===== src/rtl/rcm_pkg.sv =====
package rcm_pkg;

  // Half-width of the accepted band in reference ticks, rounded down.
  function automatic int tol_ticks(input int window, input int ppm);
    longint prod;
    prod = longint'(window) * longint'(ppm);
    return int'(prod / 64'd1000000);
  endfunction

  // One counting step that sticks at the ceiling instead of wrapping.
  function automatic int unsigned sat_step(input int unsigned cnt,
                                           input logic inc,
                                           input int unsigned cap);
    if (!inc || cnt >= cap) return cnt;
    return cnt + 1;
  endfunction

  // Band test, kept here so the band arithmetic lives in one place.
  function automatic logic in_band(input int unsigned cnt,
                                   input int lo, input int hi);
    return (int'(cnt) >= lo) && (int'(cnt) <= hi);
  endfunction

endpackage


===== src/rtl/rcm_window_counter.sv =====
module rcm_window_counter #(
  parameter int WINDOW_TICKS = 4096,
  parameter int WIN_W        = 12
) (
  input  logic clk,
  input  logic rst_n,
  input  logic clr_i,
  input  logic tick_i,
  output logic done_o
);

  logic [WIN_W-1:0] cnt_q;
  logic             at_last;

  assign at_last = (cnt_q == WIN_W'(WINDOW_TICKS - 1));
  assign done_o  = tick_i && at_last && !clr_i;

  always_ff @(posedge clk) begin
    if (!rst_n || clr_i) begin
      cnt_q <= '0;
    end else if (tick_i) begin
      cnt_q <= at_last ? '0 : cnt_q + 1'b1;
    end
  end

  // a closed window restarts counting from zero
  a_r2_restart_after_close: assert property (@(posedge clk) disable iff (!rst_n)
    done_o |=> (cnt_q == '0));

  // a disabled channel keeps the window count at zero
  a_r6_window_held: assert property (@(posedge clk) disable iff (!rst_n)
    clr_i |=> (cnt_q == '0));

endmodule


===== src/rtl/rcm_ref_counter.sv =====
module rcm_ref_counter #(
  parameter int REF_W = 14
) (
  input  logic             clk,
  input  logic             rst_n,
  input  logic             clr_i,
  input  logic             close_i,
  input  logic             tick_i,
  output logic [REF_W-1:0] total_o
);

  localparam int unsigned CAP = (1 << REF_W) - 1;

  logic [REF_W-1:0] cnt_q;

  // The total includes a tick that coincides with the closing cycle.
  assign total_o = REF_W'(rcm_pkg::sat_step(int'(cnt_q), tick_i, CAP));

  always_ff @(posedge clk) begin
    if (!rst_n || clr_i || close_i) begin
      cnt_q <= '0;
    end else begin
      cnt_q <= total_o;
    end
  end

  // within a window the count never falls (no wrap)
  a_r8_no_wrap: assert property (@(posedge clk) disable iff (!rst_n)
    (!clr_i && !close_i) |=> (cnt_q >= $past(cnt_q)));

  // clearing leaves zero behind
  a_r6_ref_held: assert property (@(posedge clk) disable iff (!rst_n)
    (clr_i || close_i) |=> (cnt_q == '0));

endmodule


===== src/rtl/rcm_range_judge.sv =====
module rcm_range_judge #(
  parameter int REF_W = 14,
  parameter int LO    = 4090,
  parameter int HI    = 4102
) (
  input  logic [REF_W-1:0] total_i,
  output logic             in_range_o
);

  generate
    if (LO == HI) begin : g_exact
      assign in_range_o = (int'(total_i) == LO);
    end else begin : g_band
      assign in_range_o = rcm_pkg::in_band(int'(total_i), LO, HI);
    end
  endgenerate

endmodule


===== src/rtl/rcm_lock_ctrl.sv =====
module rcm_lock_ctrl (
  input  logic clk,
  input  logic rst_n,
  input  logic en_i,
  input  logic done_i,
  input  logic in_range_i,
  output logic force_o,
  output logic lfi_n_o
);

  always_ff @(posedge clk) begin
    if (!rst_n || !en_i) begin
      force_o <= 1'b1;
      lfi_n_o <= 1'b0;
    end else if (done_i) begin
      force_o <= !in_range_i;
      lfi_n_o <= in_range_i;
    end
  end

  // an out-of-range close forces tracking and flags a fault
  a_r4_fault_on_bad: assert property (@(posedge clk) disable iff (!rst_n)
    (en_i && done_i && !in_range_i) |=> (force_o && !lfi_n_o));

  // release only at an enabled in-range close
  a_r5_release_in_range: assert property (@(posedge clk) disable iff (!rst_n)
    $fell(force_o) |-> $past(en_i && done_i && in_range_i));

  // no clear link while tracking the reference
  a_r5_no_link_while_forced: assert property (@(posedge clk) disable iff (!rst_n)
    lfi_n_o |-> !force_o);

  // outputs hold between window closes
  a_r2_hold_mid_window: assert property (@(posedge clk) disable iff (!rst_n)
    (en_i && !done_i) |=> ($stable(force_o) && $stable(lfi_n_o)));

  // disabled channel shows a fault
  a_r6_disabled_fault: assert property (@(posedge clk) disable iff (!rst_n)
    !en_i |=> (force_o && !lfi_n_o));

endmodule


===== src/rtl/rclk_range_monitor.sv =====
module rclk_range_monitor #(
  parameter int WINDOW_TICKS = 4096,
  parameter int PPM_LIMIT    = 1500
) (
  input  logic clk,
  input  logic rst_n,
  input  logic chan_en,
  input  logic rec_tick,
  input  logic ref_tick,
  output logic force_ref,
  output logic lfi_n
);

  localparam int WIN_W     = (WINDOW_TICKS > 1) ? $clog2(WINDOW_TICKS) : 1;
  localparam int REF_W     = WIN_W + 2;
  localparam int TOL_TICKS = rcm_pkg::tol_ticks(WINDOW_TICKS, PPM_LIMIT);
  localparam int BAND_LO   = WINDOW_TICKS - TOL_TICKS;
  localparam int BAND_HI   = WINDOW_TICKS + TOL_TICKS;

  // Internal events brought out as named wires.
  logic             chan_off;
  logic             win_close;
  logic             win_in_range;
  logic [REF_W-1:0] ref_total;

  assign chan_off = !chan_en;

  rcm_window_counter #(
    .WINDOW_TICKS (WINDOW_TICKS),
    .WIN_W        (WIN_W)
  ) u_window (
    .clk    (clk),
    .rst_n  (rst_n),
    .clr_i  (chan_off),
    .tick_i (rec_tick),
    .done_o (win_close)
  );

  rcm_ref_counter #(
    .REF_W (REF_W)
  ) u_refcnt (
    .clk     (clk),
    .rst_n   (rst_n),
    .clr_i   (chan_off),
    .close_i (win_close),
    .tick_i  (ref_tick),
    .total_o (ref_total)
  );

  rcm_range_judge #(
    .REF_W (REF_W),
    .LO    (BAND_LO),
    .HI    (BAND_HI)
  ) u_judge (
    .total_i    (ref_total),
    .in_range_o (win_in_range)
  );

  rcm_lock_ctrl u_lock (
    .clk        (clk),
    .rst_n      (rst_n),
    .en_i       (chan_en),
    .done_i     (win_close),
    .in_range_i (win_in_range),
    .force_o    (force_ref),
    .lfi_n_o    (lfi_n)
  );

  // a close with a count inside the band never leaves a fault behind
  a_r3_band_accepts: assert property (@(posedge clk) disable iff (!rst_n)
    (chan_en && win_close && int'(ref_total) >= BAND_LO && int'(ref_total) <= BAND_HI)
      |=> (lfi_n && !force_ref));

  // a saturated count is never judged in range
  a_r8_saturated_rejected: assert property (@(posedge clk) disable iff (!rst_n)
    (chan_en && win_close && (ref_total == '1)) |=> (force_ref && !lfi_n));

endmodule


===== config.mk =====
export PLATFORM = sky130hd
export DESIGN_NAME = rclk_range_monitor
export DESIGN_NICKNAME = d
export VERILOG_FILES = /design/src/rtl/rcm_pkg.sv /design/src/rtl/rcm_window_counter.sv /design/src/rtl/rcm_ref_counter.sv /design/src/rtl/rcm_range_judge.sv /design/src/rtl/rcm_lock_ctrl.sv /design/src/rtl/rclk_range_monitor.sv
export SDC_FILE = /design/constraint.sdc
export NUM_CORES = 1
export LEC_CHECK = 0
export BUFFER_PORTS_ARGS = -buffer_cell sky130_fd_sc_hd__buf_4
export CAP_MARGIN = 5
export CORE_UTILIZATION = 38
export DETAILED_ROUTE_END_ITERATION = 16
export GPL_TIMING_DRIVEN = 1
export PLACE_DENSITY = 0.54
export SLEW_MARGIN = 25
export SYNTH_ARGS = -nofsm -noshare
export SYNTH_HDL_FRONTEND = slang
export SYNTH_SLANG_ARGS = --single-unit

===== constraint.sdc =====
create_clock -name clk -period 4.05 [get_ports clk]
set_input_delay 0.2025 -clock clk [delete_from_list [all_inputs] [get_ports clk]]
set_output_delay 0.2025 -clock clk [all_outputs]
set_load 0.05 [all_outputs]

==> results of run 1 <==
## power by group
group	switching (W)	internal [W]	leakage (nW)	total (W)
clock network	0.0000838	0.000132	0.0357	0.000216
registers	0.00000193	0.000276	0.226	0.000278
logic	0.0000127	0.00000889	0.342	0.0000216
## routing by layer
layer  vias up  track usage [%]  part of all wire, %
met2        50             29.7                   48
met4         0             6.65                  1.5
met5         -                0                    0
met3         6             2.24                  5.4
met1       669             20.7                   45
li1        689                -                    -
## cells by family (layout without fill, tap and decap cells)
logic type	Yosys count	in the layout	share of synthesized area (%)
xor+xnor	15	15	8.42
compound gates	30	30	15.2
mux	5	5	3.29
fa+ha+maj	2	2	1.60
simple gates	93	93	31.8
buf+inv	11	15	3.77
flops	28	28	35.9
## area by class of cell
class | count | area (um2) | share of cell area, %
clock buffer | 3 | 41.3 | 2.43
clock inverter | 1 | 30.0 | 1.77
inverter | 4 | 15.0 | 0.883
multi-input combinational | 145 | 941 | 55.3
sequential | 28 | 561 | 33.0
tap | 48 | 60.1 | 3.53
timing repair buffer | 7 | 52.6 | 3.09
## worst paths after layout
path / startpoint / to / slack (ns)
worst max-delay path: u_refcnt.cnt_q[0] / u_lock.force_o / 1.52
worst min-delay path: rec_tick / u_window.cnt_q[0] / 0.22
worst max register to register: u_refcnt.cnt_q[0] / u_lock.force_o / 1.52
worst min register to register: u_lock.lfi_n_o / u_lock.lfi_n_o / 0.45
## Yosys cell counts, types with 2 or more instances
cell type and number:
sky130_fd_sc_hd__buf_2 2, sky130_fd_sc_hd__nand3_1 16, sky130_fd_sc_hd__and4_1 2, sky130_fd_sc_hd__inv_1 4, sky130_fd_sc_hd__nor2_1 25, sky130_fd_sc_hd__nand2_1 9, sky130_fd_sc_hd__dfxtp_1 28, sky130_fd_sc_hd__buf_4 4
sky130_fd_sc_hd__and3_1 7, sky130_fd_sc_hd__nor4_1 5, sky130_fd_sc_hd__mux2i_1 4, sky130_fd_sc_hd__o21ai_0 2, sky130_fd_sc_hd__ha_1 2, sky130_fd_sc_hd__o31ai_1 2, sky130_fd_sc_hd__nor3_1 5, sky130_fd_sc_hd__and3_2 2
sky130_fd_sc_hd__a21o_1 4, sky130_fd_sc_hd__xnor2_1 6, sky130_fd_sc_hd__nor2b_1 3, sky130_fd_sc_hd__nand4_1 9, sky130_fd_sc_hd__a21oi_1 6, sky130_fd_sc_hd__o21a_1 2, sky130_fd_sc_hd__or3_1 2, sky130_fd_sc_hd__xor2_1 9
## state kept, by name (all words and copies together), names as in the netlist
register	cells
u_lock.lfi_n_o	1
u_window.cnt_q	12
u_lock.force_o	1
u_refcnt.cnt_q	14
## critical path: cells and delay by family, from the launching register on
kind,cells,cell delay (ns)
AO/OA/AOI/OAI,4,0.69
flip-flops,1,0.44
adder cells (fa/ha/maj),1,0.37
multiplexers,1,0.33
AND/OR/NAND/NOR,2,0.61
## stage by stage
| step | setup WS (ns) | util, % | total power, W | instance area [um2] |
|---|---|---|---|---|
| after floorplan | 1.86 | - | 0.000298 | 1560 |
| after global placement | 1.59 | 42.9 | 0.000306 | 1630 |
| after detailed placement | 1.55 | 42.9 | 0.000306 | 1630 |
| after global routing | 1.28 | 44.8 | 0.000540 | 1700 |
| final | 1.52 | 44.8 | 0.000516 | 1700 |
| after CTS | 1.54 | 44.8 | 0.000525 | 1700 |
==> impl_metrics.env, run 1 <==
export IMPL_final_min_clock_period_ns=2.53
export IMPL_layout_commonest_cell="sky130_fd_sc_hd__dfxtp_1"
export IMPL_num_rows=22
export IMPL_detail_route_wirelength_um=3360
export IMPL_core_area_mm2=0.00380
export IMPL_grt_start_max_net_pins=25
export IMPL_syn_cell_area_mm2=0.00156
export IMPL_number_of_library_cell_types_mapped_by_synthesis=48
export IMPL_finalMaxSlewViolations=0
export IMPL_floorplan_io_pins=7
export IMPL_critical_path_arrival_ns=2.70
export IMPL_path_max_fanout=8
export IMPL_synth_area_leaders="sky130_fd_sc_hd__dfxtp_1, sky130_fd_sc_hd__nor2_1, sky130_fd_sc_hd__nand3_1, sky130_fd_sc_hd__xor2_1, sky130_fd_sc_hd__nand4_1"
export IMPL_ys_flop_type="sky130_fd_sc_hd__dfxtp_1"
export IMPL_postSynthRegisterBits=28
export IMPL_route_antenna_remaining_nets=0
export IMPL_flow_area_growth_from_synthesis_pct=8.98
export IMPL_post_layout_nonfiller_instances=236
export IMPL_cts_tree="yes"
export IMPL_post_cts_resize_count=0
export IMPL_critPathKind="reg -> reg"
export IMPL_first_global_vias=1349
export IMPL_antenna_found_initial=0
export IMPL_grt_overflow_total=0
export IMPL_whs_path_depth=3
export IMPL_synth_enable_flop_cells=0
export IMPL_max_slew_margin_pct=71.4
export IMPL_post_place_cells=232
export IMPL_final_cell_mix="sky130_fd_sc_hd__dfxtp_1, sky130_fd_sc_hd__nor2_1, sky130_fd_sc_hd__nand3_1"
export IMPL_r2r_cells=8
export IMPL_die_h_um=66.1
export IMPL_synth_yosys_seq_area_share_pct=35.9
export IMPL_endpoint_kind="flip-flop"
export IMPL_async_reset_ff_share_pct=0
export IMPL_syn_num_nets=191
export IMPL_setup_tns_final_ns=0
export IMPL_final_hold_violation_count=0
export IMPL_cellLeakagePower_nw=0.604
export IMPL_post_cts_setup_buffers=0
export IMPL_insertedDiodeCount=0
export IMPL_root_buffer="sky130_fd_sc_hd__clkbuf_8"
export IMPL_clock_sink_count=28
export IMPL_fill_cells=377
export IMPL_number_of_buffers_created_by_cts=3
export IMPL_cts_path_max_buffers=2
export IMPL_dominant_cell_type_by_area_after_synthesis="sky130_fd_sc_hd__dfxtp_1"
export IMPL_drtPass1Iterations=4
export IMPL_power_density_mw_per_mm2=303
export IMPL_grt_use_total_pct=16.9
export IMPL_timing_worst_slew_pin_value_ns=0.428
export IMPL_timing_critical_path_required_ns=4.22
export IMPL_floorplan_die_width_um=66.1
export IMPL_report_final_setup_viol=0
export IMPL_post_synth_top_area_fraction_pct=35.9
export IMPL_final_nets=196
export IMPL_timing_final_crit_share_pct=62.4
export IMPL_worst_hold_slack_ns=0.224
export IMPL_post_cts_hold_buffer_count=0
export IMPL_crit_chain="ha_1 > nand4_1 > nor4_1 > mux2i_1 > o2111ai_1 > o41ai_1 > a21oi_1 > a21o_1"
export IMPL_die_area_mm2=0.00437
export IMPL_max_vdd_ir_drop_v=0.000157
export IMPL_dp_hpwl_um=2500
export IMPL_route_detailed_drc=0
export IMPL_final_skew_ns=0.00144
export IMPL_worstSkewPairLatency_ns=0.27
export IMPL_post_dr_wirelength_cell_um=14.2
export IMPL_clock_fmax_mhz=396
export IMPL_status="complete, no violations"
export IMPL_worst_path_largest_cell_delay_ns=0.44
export IMPL_avgSynthCellArea_um2=8.48
export IMPL_start_util_pct=41.1
export IMPL_rsz0062_at_grt="no"
export IMPL_cts_htree_levels=1
export IMPL_dr_first_iter_drc_count=175
export IMPL_viasPerCell=5.99
export IMPL_number_of_standard_cells_after_synthesis=184
export IMPL_final_layout_size_suffix_gt1_share_pct=10.6
export IMPL_count_of_buffers_inserted_at_the_top_level_ports=6
export IMPL_min_delay_path_class="in -> reg"
export IMPL_maxCapViolations=0
export IMPL_critical_path_slowest_cell="sky130_fd_sc_hd__dfxtp_1"
export IMPL_yosys_warns=0
export IMPL_clk_pin_slew_worst_paths_ns=0.09
export IMPL_detailroute_via_count=1414
export IMPL_startpoint_type_of_the_worst_setup_path="flip-flop"
export IMPL_place_congestion=0.858
export IMPL_grt_first_pass_wirelength_um=5820
(Power assumes the default switching activity.)
==> run 2, diff against run 1 <==
ABC_AREA = 1   (was not set)
clock period = 2.6 ns   (was 4.05 ns; I/O delays follow)
==> impl_metrics.env, run 2 <==
export IMPL_final_cell_mix="sky130_fd_sc_hd__nand2_1, sky130_fd_sc_hd__nor2_1, sky130_fd_sc_hd__inv_1, sky130_fd_sc_hd__dfxtp_1, sky130_fd_sc_hd__nand3_1"
export IMPL_post_cts_resize_count=0
export IMPL_max_slew_margin_pct=77.2
export IMPL_route_antenna_remaining_nets=0
export IMPL_report_final_setup_viol=0
export IMPL_p_seq_share_pct=52.3
export IMPL_grt_first_pass_wirelength_um=6370
export IMPL_cp_common_cell="sky130_fd_sc_hd__nand2_1"
export IMPL_first_global_vias=1387
export IMPL_final_skew_ns=0.00438
export IMPL_maxCapViolations=0
export IMPL_clock_fmax_mhz=426
export IMPL_number_of_standard_cells_after_synthesis=257
export IMPL_reg2reg_slack_ns=0.25
export IMPL_final_min_clock_period_ns=2.35
export IMPL_setup_tns_final_ns=0
export IMPL_route_detailed_drc=0
export IMPL_final_layout_size_suffix_gt1_share_pct=9.89
export IMPL_viasPerCell=4.73
export IMPL_finalMaxSlewViolations=0
export IMPL_worst_hold_startpoint="rst_n"
export IMPL_cellLeakagePower_nw=0.698
export IMPL_floorplan_die_width_um=67.6
export IMPL_syn_num_nets=264
export IMPL_synth_enable_flop_cells=0
export IMPL_worstSkewPairLatency_ns=0.28
export IMPL_path_max_fanout=13
export IMPL_rsz0062_at_grt="no"
export IMPL_total_switching_power_w=0.000180
export IMPL_count_of_buffers_inserted_at_the_top_level_ports=6
export IMPL_synth_area_mux_share_pct=0.613
export IMPL_status="complete, no violations"
export IMPL_floorplan_io_pins=7
export IMPL_die_area_mm2=0.00457
export IMPL_synth_compound_area_share_pct=6.28
export IMPL_cts_tree="yes"
export IMPL_core_area_mm2=0.00406
export IMPL_clock_sink_count=28
export IMPL_leading_post_synthesis_cells_by_instance_count="sky130_fd_sc_hd__nand2_1, sky130_fd_sc_hd__nor2_1, sky130_fd_sc_hd__inv_1, sky130_fd_sc_hd__dfxtp_1, sky130_fd_sc_hd__nand3_1"
export IMPL_layout_commonest_cell="sky130_fd_sc_hd__nand2_1"
export IMPL_largest_register_ffs=14
export IMPL_launching_point_of_the_worst_reg2reg_path="u_refcnt.cnt_q[1]"
export IMPL_timing_final_crit_share_pct=90.3
export IMPL_largest_register_by_flop_count="u_refcnt.cnt_q"
export IMPL_die_h_um=67.6
export IMPL_antenna_found_initial=0
export IMPL_grt_start_max_net_pins=17
export IMPL_final_hold_violation_count=0
export IMPL_min_delay_path_class="in -> reg"
export IMPL_postSynthRegisterBits=28
export IMPL_switching_share_pct=21.6
export IMPL_drtPass1Iterations=4
export IMPL_worst_path_largest_cell_delay_ns=0.41
export IMPL_insertedDiodeCount=0
export IMPL_worstHoldEndpoint="u_window.cnt_q[2]"
export IMPL_syn_cell_area_mm2=0.00163
export IMPL_power_w=0.000834
export IMPL_post_synth_top_area_fraction_pct=34.3
export IMPL_combPwrFrac_pct=5.1
export IMPL_power_density_mw_per_mm2=466
export IMPL_worst_hold_slack_ns=0.163
export IMPL_synth_adder_area_share_pct=1.53
export IMPL_yosysMostFrequentCell="sky130_fd_sc_hd__nand2_1"
export IMPL_flow_area_growth_from_synthesis_pct=9.65
export IMPL_number_of_library_cell_types_mapped_by_synthesis=28
export IMPL_critPathKind="reg -> reg"
export IMPL_detail_route_wirelength_um=3630
export IMPL_clockPowerShare_pct=42.6
export IMPL_root_buffer="sky130_fd_sc_hd__clkbuf_8"
export IMPL_detailroute_via_count=1480
export IMPL_dp_hpwl_um=2840
export IMPL_timing_critical_path_buf_inv=0
export IMPL_endpoint_kind="flip-flop"
export IMPL_biggestRegsByFlops="u_refcnt.cnt_q (14), u_window.cnt_q (12)"
export IMPL_place_congestion=0.866
export IMPL_async_reset_ff_share_pct=0
export IMPL_whs_path_depth=3
export IMPL_ys_flop_type="sky130_fd_sc_hd__dfxtp_1"
export IMPL_post_cts_setup_buffers=0
export IMPL_p_int_w=0.000654
export IMPL_clk_pin_slew_worst_paths_ns=0.10
export IMPL_synth_xor_area_share_pct=3.75
export IMPL_r2r_cells=14
export IMPL_timing_worst_slew_pin_value_ns=0.339
export IMPL_synth_yosys_seq_area_share_pct=34.3
export IMPL_startpoint_type_of_the_worst_setup_path="flip-flop"
export IMPL_dr_first_iter_drc_count=101
export IMPL_critical_path_arrival_ns=2.53
export IMPL_yosys_warns=0
export IMPL_synth_area_leaders="sky130_fd_sc_hd__dfxtp_1, sky130_fd_sc_hd__nand2_1, sky130_fd_sc_hd__nor2_1, sky130_fd_sc_hd__inv_1, sky130_fd_sc_hd__nand3_1"
export IMPL_summed_area_of_non_filler_cells_in_the_final_layout_mm2=0.00179
export IMPL_critical_path_slowest_cell="sky130_fd_sc_hd__dfxtp_1"
export IMPL_cp_top_family="simple AND/OR/NAND/NOR gates"
export IMPL_post_cts_hold_buffer_count=0
export IMPL_crit_reg2reg_capture="u_lock.force_o"
export IMPL_final_nets=271
export IMPL_timing_critical_path_required_ns=2.79
export IMPL_avgSynthCellArea_um2=6.36
export IMPL_max_vdd_ir_drop_v=0.000301
export IMPL_cts_path_max_buffers=2
export IMPL_cts_htree_levels=1
export IMPL_detailed_place_area_mm2=0.00172
export IMPL_combinational_family_with_the_most_area_after_synthesis="simple AND/OR/NAND/NOR gates"
export IMPL_grt_use_total_pct=18.7
export IMPL_dominant_cell_type_by_area_after_synthesis="sky130_fd_sc_hd__dfxtp_1"
export IMPL_grt_overflow_total=0
export IMPL_synthSimpleGateAreaFrac_pct=44.9
export IMPL_start_util_pct=40.3
export IMPL_number_of_buffers_created_by_cts=3
export IMPL_crit_chain="ha_1 > nand3_2 > nor2_2 > nand3_2 > nand2_2 > nand2_1 > nand2_1 > nand3_1 > nor2_1 > nand3_1 > nand2_1 > nand2_1 > nand2_1 > nand2_1"
export IMPL_num_rows=23
export IMPL_post_dr_wirelength_cell_um=11.6
## run 2: cell families (layout without fill, tap and decap cells)
kind of cell / Yosys count / count (layout)
AND/OR/NAND/NOR: 166 / 166
buffers and inverters: 35 / 41
flip-flops: 28 / 28
AO/OA/AOI/OAI: 18 / 18
XOR/XNOR: 7 / 7
adder cells (fa/ha/maj): 2 / 2
multiplexers: 1 / 1
## run 2: per-stage QoR
stage / util [%] / setup WS (ns) / instances
2_1_floorplan: - / 0.770 / 257
3_3_place_gp: 42.4 / 0.350 / 309
3_5_place_dp: 42.4 / 0.296 / 309
4_1_cts: 44.2 / 0.264 / 313
5_1_grt: 44.2 / 0.0145 / 313
6_report: 44.2 / 0.253 / 313
## run 2: worst register-to-register path, cell delays in order, from the launching register on
cell	delay [ns]
sky130_fd_sc_hd__dfxtp_1	0.41
sky130_fd_sc_hd__ha_1	0.29
sky130_fd_sc_hd__nand3_2	0.11
sky130_fd_sc_hd__nor2_2	0.15
sky130_fd_sc_hd__nand3_2	0.29
sky130_fd_sc_hd__nand2_2	0.27
sky130_fd_sc_hd__nand2_1	0.07
sky130_fd_sc_hd__nand2_1	0.11
sky130_fd_sc_hd__nand3_1	0.09
sky130_fd_sc_hd__nor2_1	0.12
sky130_fd_sc_hd__nand3_1	0.07
sky130_fd_sc_hd__nand2_1	0.07
sky130_fd_sc_hd__nand2_1	0.07
sky130_fd_sc_hd__nand2_1	0.07
sky130_fd_sc_hd__nand2_1	0.05
## run 2: metal layers
| layer | share of wire (%) | routed length (um) | vias up | GRT usage, % |
|---|---|---|---|---|
| li1 | - | - | 816 | - |
| met1 | 57 | 2060 | 637 | 29.1 |
| met2 | 39 | 1410 | 22 | 26.0 |
| met3 | 2.9 | 106 | 5 | 2.53 |
| met4 | 1.3 | 47 | 0 | 5.59 |
| met5 | 0 | 0 | - | 0 |
## run 2: worst max path at each step
stage | start | slack (ns) | endpoint | cells past startpoint
after detailed placement | u_refcnt.cnt_q[1] | 0.30 | u_lock.force_o | 14
after global routing | u_refcnt.cnt_q[1] | 0.01 | u_lock.force_o | 14
after floorplan | u_refcnt.cnt_q[1] | 0.77 | u_lock.force_o | 15
after CTS | u_refcnt.cnt_q[1] | 0.26 | u_lock.force_o | 14
final | u_refcnt.cnt_q[1] | 0.25 | u_lock.force_o | 14
after global placement | u_refcnt.cnt_q[0] | 0.35 | u_lock.force_o | 14
## run 2: area by class of cell
cell class / instances / area [um2]
timing repair buffer: 7 / 52.6
multi-input combinational: 194 / 932
tap: 50 / 62.6
inverter: 30 / 113
clock buffer: 3 / 41.3
clock inverter: 1 / 30.0
fill: 426 / 2270
sequential: 28 / 561
## run 2: power by group through the flow
stage	Combinational, W	Clock, W	Sequential (W)
global route	0.0000490	0.000379	0.000437
floorplan	0.0000305	0	0.000445
detailed placement	0.0000428	0	0.000446
CTS	0.0000430	0.000359	0.000436
global placement	0.0000435	0	0.000446
finish	0.0000424	0.000356	0.000436
